$ cat src/rtl/cam_pkg.sv
package cam_pkg;

    localparam int unsigned WORD_W    = 64;
    localparam int unsigned SEG_W     = 16;
    localparam int unsigned SEGS      = WORD_W / SEG_W;
    localparam int unsigned SEG_SEL_W = $clog2(SEGS);

    typedef enum logic [1:0] {
        TGT_CMP  = 2'd0,
        TGT_MSK1 = 2'd1,
        TGT_MSK2 = 2'd2,
        TGT_ENT  = 2'd3
    } seg_tgt_e;

    typedef enum logic [1:0] {
        MSEL_NONE = 2'd0,
        MSEL_M1   = 2'd1,
        MSEL_M2   = 2'd2,
        MSEL_RSVD = 2'd3
    } msel_e;

    typedef struct packed {
        logic [WORD_W-1:0] cmp;
        logic [WORD_W-1:0] m1;
        logic [WORD_W-1:0] m2;
    } key_t;

    function automatic logic masked_eq(input logic [WORD_W-1:0] word,
                                       input key_t k,
                                       input logic [1:0] sel);
        logic [WORD_W-1:0] ign;
        case (sel)
            MSEL_M1: ign = k.m1;
            MSEL_M2: ign = k.m2;
            default: ign = '0;
        endcase
        return ((word ^ k.cmp) & ~ign) == '0;
    endfunction

endpackage

$ cat src/rtl/cam_key_regs.sv
module cam_key_regs
    import cam_pkg::*;
(
    input  logic                 clk,
    input  logic                 rst,
    input  logic                 seg_we,
    input  logic [1:0]           seg_tgt,
    input  logic [SEG_SEL_W-1:0] seg_sel,
    input  logic [SEG_W-1:0]     seg_wdata,
    output key_t                 key,
    output logic                 last_seg_trig
);

    key_t key_q;

    always_ff @(posedge clk) begin
        if (rst) begin
            key_q <= '0;
        end else if (seg_we) begin
            case (seg_tgt)
                TGT_CMP:  key_q.cmp[seg_sel*SEG_W +: SEG_W] <= seg_wdata;
                TGT_MSK1: key_q.m1[seg_sel*SEG_W +: SEG_W]  <= seg_wdata;
                TGT_MSK2: key_q.m2[seg_sel*SEG_W +: SEG_W]  <= seg_wdata;
                default:  ;
            endcase
        end
    end

    assign key           = key_q;
    assign last_seg_trig = seg_we && (seg_tgt != TGT_ENT)
                           && (seg_sel == SEG_SEL_W'(SEGS - 1));

endmodule

$ cat src/rtl/cam_entry_table.sv
module cam_entry_table
    import cam_pkg::*;
#(
    parameter int unsigned ENTRIES = 16,
    parameter int unsigned AW      = 4
) (
    input  logic                 clk,
    input  logic                 rst,
    input  logic                 seg_we,
    input  logic [1:0]           seg_tgt,
    input  logic [SEG_SEL_W-1:0] seg_sel,
    input  logic [SEG_W-1:0]     seg_wdata,
    input  logic [AW-1:0]        ent_addr,
    input  logic                 vld_we,
    input  logic                 vld_wdata,
    input  logic                 vld_clr,
    output logic [WORD_W-1:0]    words [ENTRIES],
    output logic [ENTRIES-1:0]   valid
);

    for (genvar g = 0; g < ENTRIES; g++) begin : g_ent
        logic [WORD_W-1:0] word_q;
        logic              vld_q;
        logic              sel_here;

        assign sel_here = (ent_addr == AW'(g));

        always_ff @(posedge clk) begin
            if (rst) begin
                word_q <= '0;
                vld_q  <= 1'b0;
            end else begin
                if (seg_we && seg_tgt == TGT_ENT && sel_here)
                    word_q[seg_sel*SEG_W +: SEG_W] <= seg_wdata;
                if (vld_clr)
                    vld_q <= 1'b0;
                else if (vld_we && sel_here)
                    vld_q <= vld_wdata;
            end
        end

        assign words[g] = word_q;
        assign valid[g] = vld_q;
    end

endmodule

$ cat src/rtl/cam_match_prio.sv
module cam_match_prio
    import cam_pkg::*;
#(
    parameter int unsigned ENTRIES = 16,
    parameter int unsigned AW      = 4
) (
    input  logic [WORD_W-1:0]  words [ENTRIES],
    input  logic [ENTRIES-1:0] valid,
    input  key_t               key,
    input  logic [1:0]         msel,
    output logic               any_hit,
    output logic [AW-1:0]      first_idx
);

    logic [ENTRIES-1:0] hitv;

    for (genvar g = 0; g < ENTRIES; g++) begin : g_cmp
        assign hitv[g] = valid[g] && masked_eq(words[g], key, msel);
    end

    always_comb begin
        first_idx = '0;
        for (int i = ENTRIES - 1; i >= 0; i--) begin
            if (hitv[i]) first_idx = AW'(i);
        end
    end

    assign any_hit = |hitv;

endmodule

$ cat src/rtl/cam_cmp_engine.sv
module cam_cmp_engine
    import cam_pkg::*;
#(
    parameter int unsigned ENTRIES = 16,
    localparam int unsigned AW     = (ENTRIES > 1) ? $clog2(ENTRIES) : 1
) (
    input  logic                 clk,
    input  logic                 rst,
    input  logic                 seg_we,
    input  logic [1:0]           seg_tgt,
    input  logic [SEG_SEL_W-1:0] seg_sel,
    input  logic [SEG_W-1:0]     seg_wdata,
    input  logic [AW-1:0]        ent_addr,
    input  logic                 vld_we,
    input  logic                 vld_wdata,
    input  logic                 cfg_we,
    input  logic                 cfg_run,
    input  logic [1:0]           mask_sel,
    input  logic [1:0]           flag_cfg,
    input  logic                 chain_en_n,
    output logic                 hit_n,
    output logic                 match_flag_n,
    output logic [AW-1:0]        hit_addr
);

    key_t               key;
    logic               last_seg_trig;
    logic [WORD_W-1:0]  words [ENTRIES];
    logic [ENTRIES-1:0] valid;
    logic               any_hit;
    logic [AW-1:0]      first_idx;
    logic               soft_clr;
    logic               cmp_trig;
    logic               cmp_pend;
    logic               hit_n_q;
    logic [AW-1:0]      addr_q;

    assign soft_clr = cfg_we && !cfg_run;
    assign cmp_trig = last_seg_trig || (cfg_we && cfg_run);

    cam_key_regs u_keys (
        .clk           (clk),
        .rst           (rst),
        .seg_we        (seg_we),
        .seg_tgt       (seg_tgt),
        .seg_sel       (seg_sel),
        .seg_wdata     (seg_wdata),
        .key           (key),
        .last_seg_trig (last_seg_trig)
    );

    cam_entry_table #(.ENTRIES(ENTRIES), .AW(AW)) u_table (
        .clk       (clk),
        .rst       (rst),
        .seg_we    (seg_we),
        .seg_tgt   (seg_tgt),
        .seg_sel   (seg_sel),
        .seg_wdata (seg_wdata),
        .ent_addr  (ent_addr),
        .vld_we    (vld_we),
        .vld_wdata (vld_wdata),
        .vld_clr   (soft_clr),
        .words     (words),
        .valid     (valid)
    );

    cam_match_prio #(.ENTRIES(ENTRIES), .AW(AW)) u_prio (
        .words     (words),
        .valid     (valid),
        .key       (key),
        .msel      (mask_sel),
        .any_hit   (any_hit),
        .first_idx (first_idx)
    );

    always_ff @(posedge clk) begin
        if (rst) begin
            cmp_pend <= 1'b0;
            hit_n_q  <= 1'b1;
            addr_q   <= '0;
        end else begin
            cmp_pend <= cmp_trig;
            if (soft_clr) begin
                hit_n_q <= 1'b1;
                addr_q  <= '0;
            end else if (cmp_pend) begin
                hit_n_q <= !(any_hit && flag_cfg == 2'b00);
                addr_q  <= any_hit ? first_idx : '0;
            end
        end
    end

    assign hit_n        = hit_n_q;
    assign hit_addr     = addr_q;
    assign match_flag_n = chain_en_n || hit_n_q;

endmodule

$ cat config.mk
export PLATFORM = sky130hd
export DESIGN_NAME = cam_cmp_engine
export DESIGN_NICKNAME = d
export VERILOG_FILES = /design/src/rtl/cam_pkg.sv /design/src/rtl/cam_key_regs.sv /design/src/rtl/cam_entry_table.sv /design/src/rtl/cam_match_prio.sv /design/src/rtl/cam_cmp_engine.sv
export SDC_FILE = /design/constraint.sdc
export NUM_CORES = 2
export LEC_CHECK = 0
export BUFFER_PORTS_ARGS = -buffer_cell sky130_fd_sc_hd__buf_4
export CAP_MARGIN = 20
export CORE_MARGIN = 10
export CORE_UTILIZATION = 50
export CTS_CLUSTER_DIAMETER = 120
export CTS_CLUSTER_SIZE = 16
export DETAILED_ROUTE_END_ITERATION = 10
export PLACE_DENSITY = 0.71
export SYNTH_ARGS = -nofsm -noshare
export SYNTH_HDL_FRONTEND = slang
export SYNTH_HIERARCHICAL = 1
export SYNTH_SLANG_ARGS = --single-unit
export TNS_END_PERCENT = 30
$ cat constraint.sdc
create_clock -name clk -period 4.85 [get_ports clk]
set_clock_uncertainty 0.15 [all_clocks]
set_input_delay 0.7275 -clock clk [delete_from_list [all_inputs] [get_ports clk]]
set_output_delay 0.7275 -clock clk [all_outputs]
set_load 0.01 [all_outputs]
==> summary.md <==
| Metric | Value |
|---|---|
| Num CTS Buffers | 87 |
| Worst r2r path cells | 13 |
| Core footprint | between 0.1 and 0.15 mm2 |
| Clock latency on the worst-skew pair | roughly 0.78 ns |
| Crit end category | flop |
| RSZ-0062 raised after global routing | no |
| Number of hold violations in the final report | 0 |
| Outcome | complete, but fails checks |
| Share of layout cells above drive strength 1 | 0.1589 |
| Setup Viol. Count Final | 1 |
| Gr ovfl total | 0 |
| Top_reg_cell synth | dfxtp_1 |
| GP Congestion | between 1 and 1.5 |
| Post-cts resize count | 0 |
| Routed len/inst | around 45 um |
| DRC viols | 0 |
| Hold Crit Depth | 3 |
| Final min period | 4.868 ns |
| Largest net degree at the start of global routing | roughly 190 |
| Post-synthesis register bit count | between 1000 and 1500 |
| Vias in the first global route | 54160 |
| Nets@finish | between 6000 and 7000 |
| Max-slew headroom | 0.1075 |
| Starting Density | 0.5041 |
| Worst slew pin tran | 1.329 ns |
| Slew Limit Fails | 0 |
| PD cells | between 200 and 300 mW/mm2 |
| CTS Hold Bufs | 0 |
| Die width | approximately 380 um |
| I/O pin cnt | 42 |
| Crit path kind | in -> reg |
| Yosys warning total | 6 |
| Achievable Freq | a little over 200 MHz |
| All-Layer GR Usage | 0.5205 |
| Final setup margin | -0.01756 ns |
| Worst path cell trace | buf_4, inv_1, ha_2, buf_12, buf_12, buf_4, a22oi_1, nor2_1, buf_4, buf_4, o22ai_1, nor4_1, nand2_1, nor3_2, buf_12, nor2_1, a2111oi_0, a2111o_1, a21oi_2, nand3_1, a211oi_1 |
| Initial antenna violation count | between 50 and 60 |
| ANT nets after route | 0 |
| Final core utilization | 0.5722 |
| Post-synth EDFFs | 0 |
| Crit start category | input port |
| Cell repeated most along the worst path | buf_4 |
| Asr flop ratio synth | 0 |
| Final period utilization | 1.004 |
| CTS sink count | roughly 1200 |
| Reg2reg setup slack | 0.02 ns |
| Post-CTS setup buffers | 0 |
| Critical path's largest stage delay | 0.70 ns |
| Origin of the worst setup path | mask_sel[1] |
| Maxcap violations | 0 |
| FP Rows | approximately 130 |
| Failing checks | setup timing |
| Crit path required time | between 5 and 6 ns |
| Post-Synthesis Cells | 6576 |
| Sequential fraction of the synthesis area | 0.3845 |
| Min-Delay Startpoint | cfg_we |
| R2r startpoint | u_keys/key[145] |
| CP Max Fanout | 17 |
| CP Data Arrival Time | about 5.3 ns |
| Die height | around 380 um |
| # port buffers | between 40 and 50 |
| Htree depth | 3 |
| Routed WL | 389100 um |
| Avg Synthesized Cell Area | between 9 and 10 um2 |
| Hold WC Path Type | in -> reg |
| VDD IR max | between 0.0002 and 0.0003 V |
| Routed vias | between 50000 and 60000 |
| Root buffer cell | clkbuf_16 |
| Max clock buf depth | 3 |
| Drt via density | around 6.9 |
| Worst hold margin | just over 0.06 ns |
| Setup_tns | -0.01756 ns |
| Full die area | 0.1437 mm2 |
| Global-route wire length before repair | 503500 um |
| HPWL Detailed | 285500 um |
| DRT Pass-1 Iters | 9 |
| Hold endpoint | cmp_pend |
| CTS tree | done |
| Slowest stage cell, crit path | nor4_1 |
| Static leakage | 29.81 nW |
| DRT iter0 DRCs | 12090 |
| Syn Nets | roughly 6600 |
| Clock-pin slew on the worst setup and hold paths | about 0.080 ns |
| Number of distinct library cells after synthesis | 75 |
| Area growth from synthesis to layout | 13.50% |
| R2r endpoint | hit_n |
| Mapped cell area | around 0.064 mm2 |
[area by class of cell]
cell class / count / area, um2
fillers: 11260 / 54700
multi-input cells: 4742 / 36550
flip-flops and latches: 1238 / 24780
repair buffers: 832 / 7305
clock buffers: 87 / 2177
well taps: 1662 / 2079
clock inverters: 9 / 156.4
diodes: 25 / 62.56
inverters: 9 / 36.28
[critical path: cells and delay by family]
family / cells / cell delay (ns)
AOI/OAI and AO/OA: 6 / 1.23
buffers and inverters: 8 / 1.45
adders and majority gates: 1 / 0.23
and+or+nand+nor: 6 / 1.63
[layout by cell type (no fill, tap or decap), drive strengths merged, types with 58 or more instances in the layout]
| master | n |
|---|---|
| clkbuf | 87 |
| o21ai | 188 |
| nand3 | 96 |
| dfxtp | 1238 |
| nor3 | 58 |
| nor2 | 199 |
| xor2 | 134 |
| buf | 832 |
| nand2 | 226 |
| mux2i | 1040 |
| o22ai | 383 |
| a22oi | 64 |
| nand2b | 1030 |
| xnor2 | 890 |
[cells in the mapped netlist, drive strengths merged, types with 6 or more instances]
cell type | count | area, um2
or3 | 8 | 50.05
xor2 | 134 | 1174
buf | 347 | 2272
or4 | 6 | 45.04
nor4b | 11 | 205.2
dfxtp | 1238 | 24780
clkbuf | 240 | 900.9
mux2i | 1040 | 10410
o21ai | 188 | 940.9
o2111ai | 45 | 394.1
nand2 | 226 | 1049
nor2b | 26 | 165.2
o22a | 21 | 183.9
a21oi | 48 | 244.0
ha | 13 | 162.7
nand4 | 37 | 306.5
a32o | 48 | 480.5
o22ai | 383 | 2396
a22oi | 64 | 515.5
inv | 9 | 36.29
nand3 | 96 | 480.5
nand2b | 1030 | 6449
nor2 | 199 | 1107
o221ai | 20 | 175.2
nor3 | 58 | 290.3
xnor2 | 890 | 7795
a22o | 48 | 420.4
nand4b | 9 | 138.9
and4bb | 9 | 112.6
nor4 | 34 | 294.0
and4 | 8 | 70.07
[sequential cells by signal (all words and copies together), names as in the netlist]
register / flops
u_table/g_ent.vld_q: 16
hit_addr: 4
u_table/g_ent.word_q: 1024
cmp_pend: 1
hit_n: 1
u_keys/key: 192
[layer usage]
| layer | track usage | vias up | part of all wire |
|---|---|---|---|
| li1 | - | 23150 | - |
| met1 | 0.6207 | 29030 | 0.36 |
| met2 | 0.6723 | 5606 | 0.37 |
| met3 | 0.2970 | 1594 | 0.17 |
| met4 | 0.4037 | 46 | 0.10 |
| met5 | 0.01684 | - | 0.0014 |
[stage by stage]
stage	instances	worst slack (ns)	cell area, um2	power [mW]
floorplan	6576	0.9025	64450	11.01
global placement	8477	-0.6887	70600	11.46
detailed placement	8481	-0.5891	70710	11.47
CTS	8577	0.1264	73040	18.42
global route	8581	0.01032	73090	18.80
finish	8604	-0.01756	73150	18.60
[power by group]
group          leakage, nW  switching [mW]  internal, mW  total [mW]
Sequential            9.97          0.0116          10.2        10.2
Combinational         18.7           0.784         0.361        1.15
Clock                 1.13            4.04          3.24        7.28
Total                 29.8            4.84          13.8        18.6
[logic make-up after synthesis]
group / count (synthesis) / share of synthesized area
multiplexers: 1040 / 0.1615
AO/OA/AOI/OAI: 883 / 0.09167
AND/OR/NAND/NOR: 1782 / 0.1708
XOR/XNOR: 1024 / 0.1392
flip-flops: 1238 / 0.3845
buffers and inverters: 596 / 0.04979
adder cells (fa/ha/maj): 13 / 0.002524
[how the worst max path moves through the flow]
stage | endpoint | slack, ns | depth (start not counted)
6_report | hit_addr[0] | -0.02 | 21
5_1_grt | hit_addr[0] | 0.01 | 19
4_1_cts | hit_addr[0] | 0.13 | 21
3_5_place_dp | hit_addr[0] | -0.59 | 21
3_3_place_gp | hit_addr[0] | -0.69 | 21
2_1_floorplan | hit_n | 0.90 | 16
Note: power is estimated with default switching activity, not from simulation.
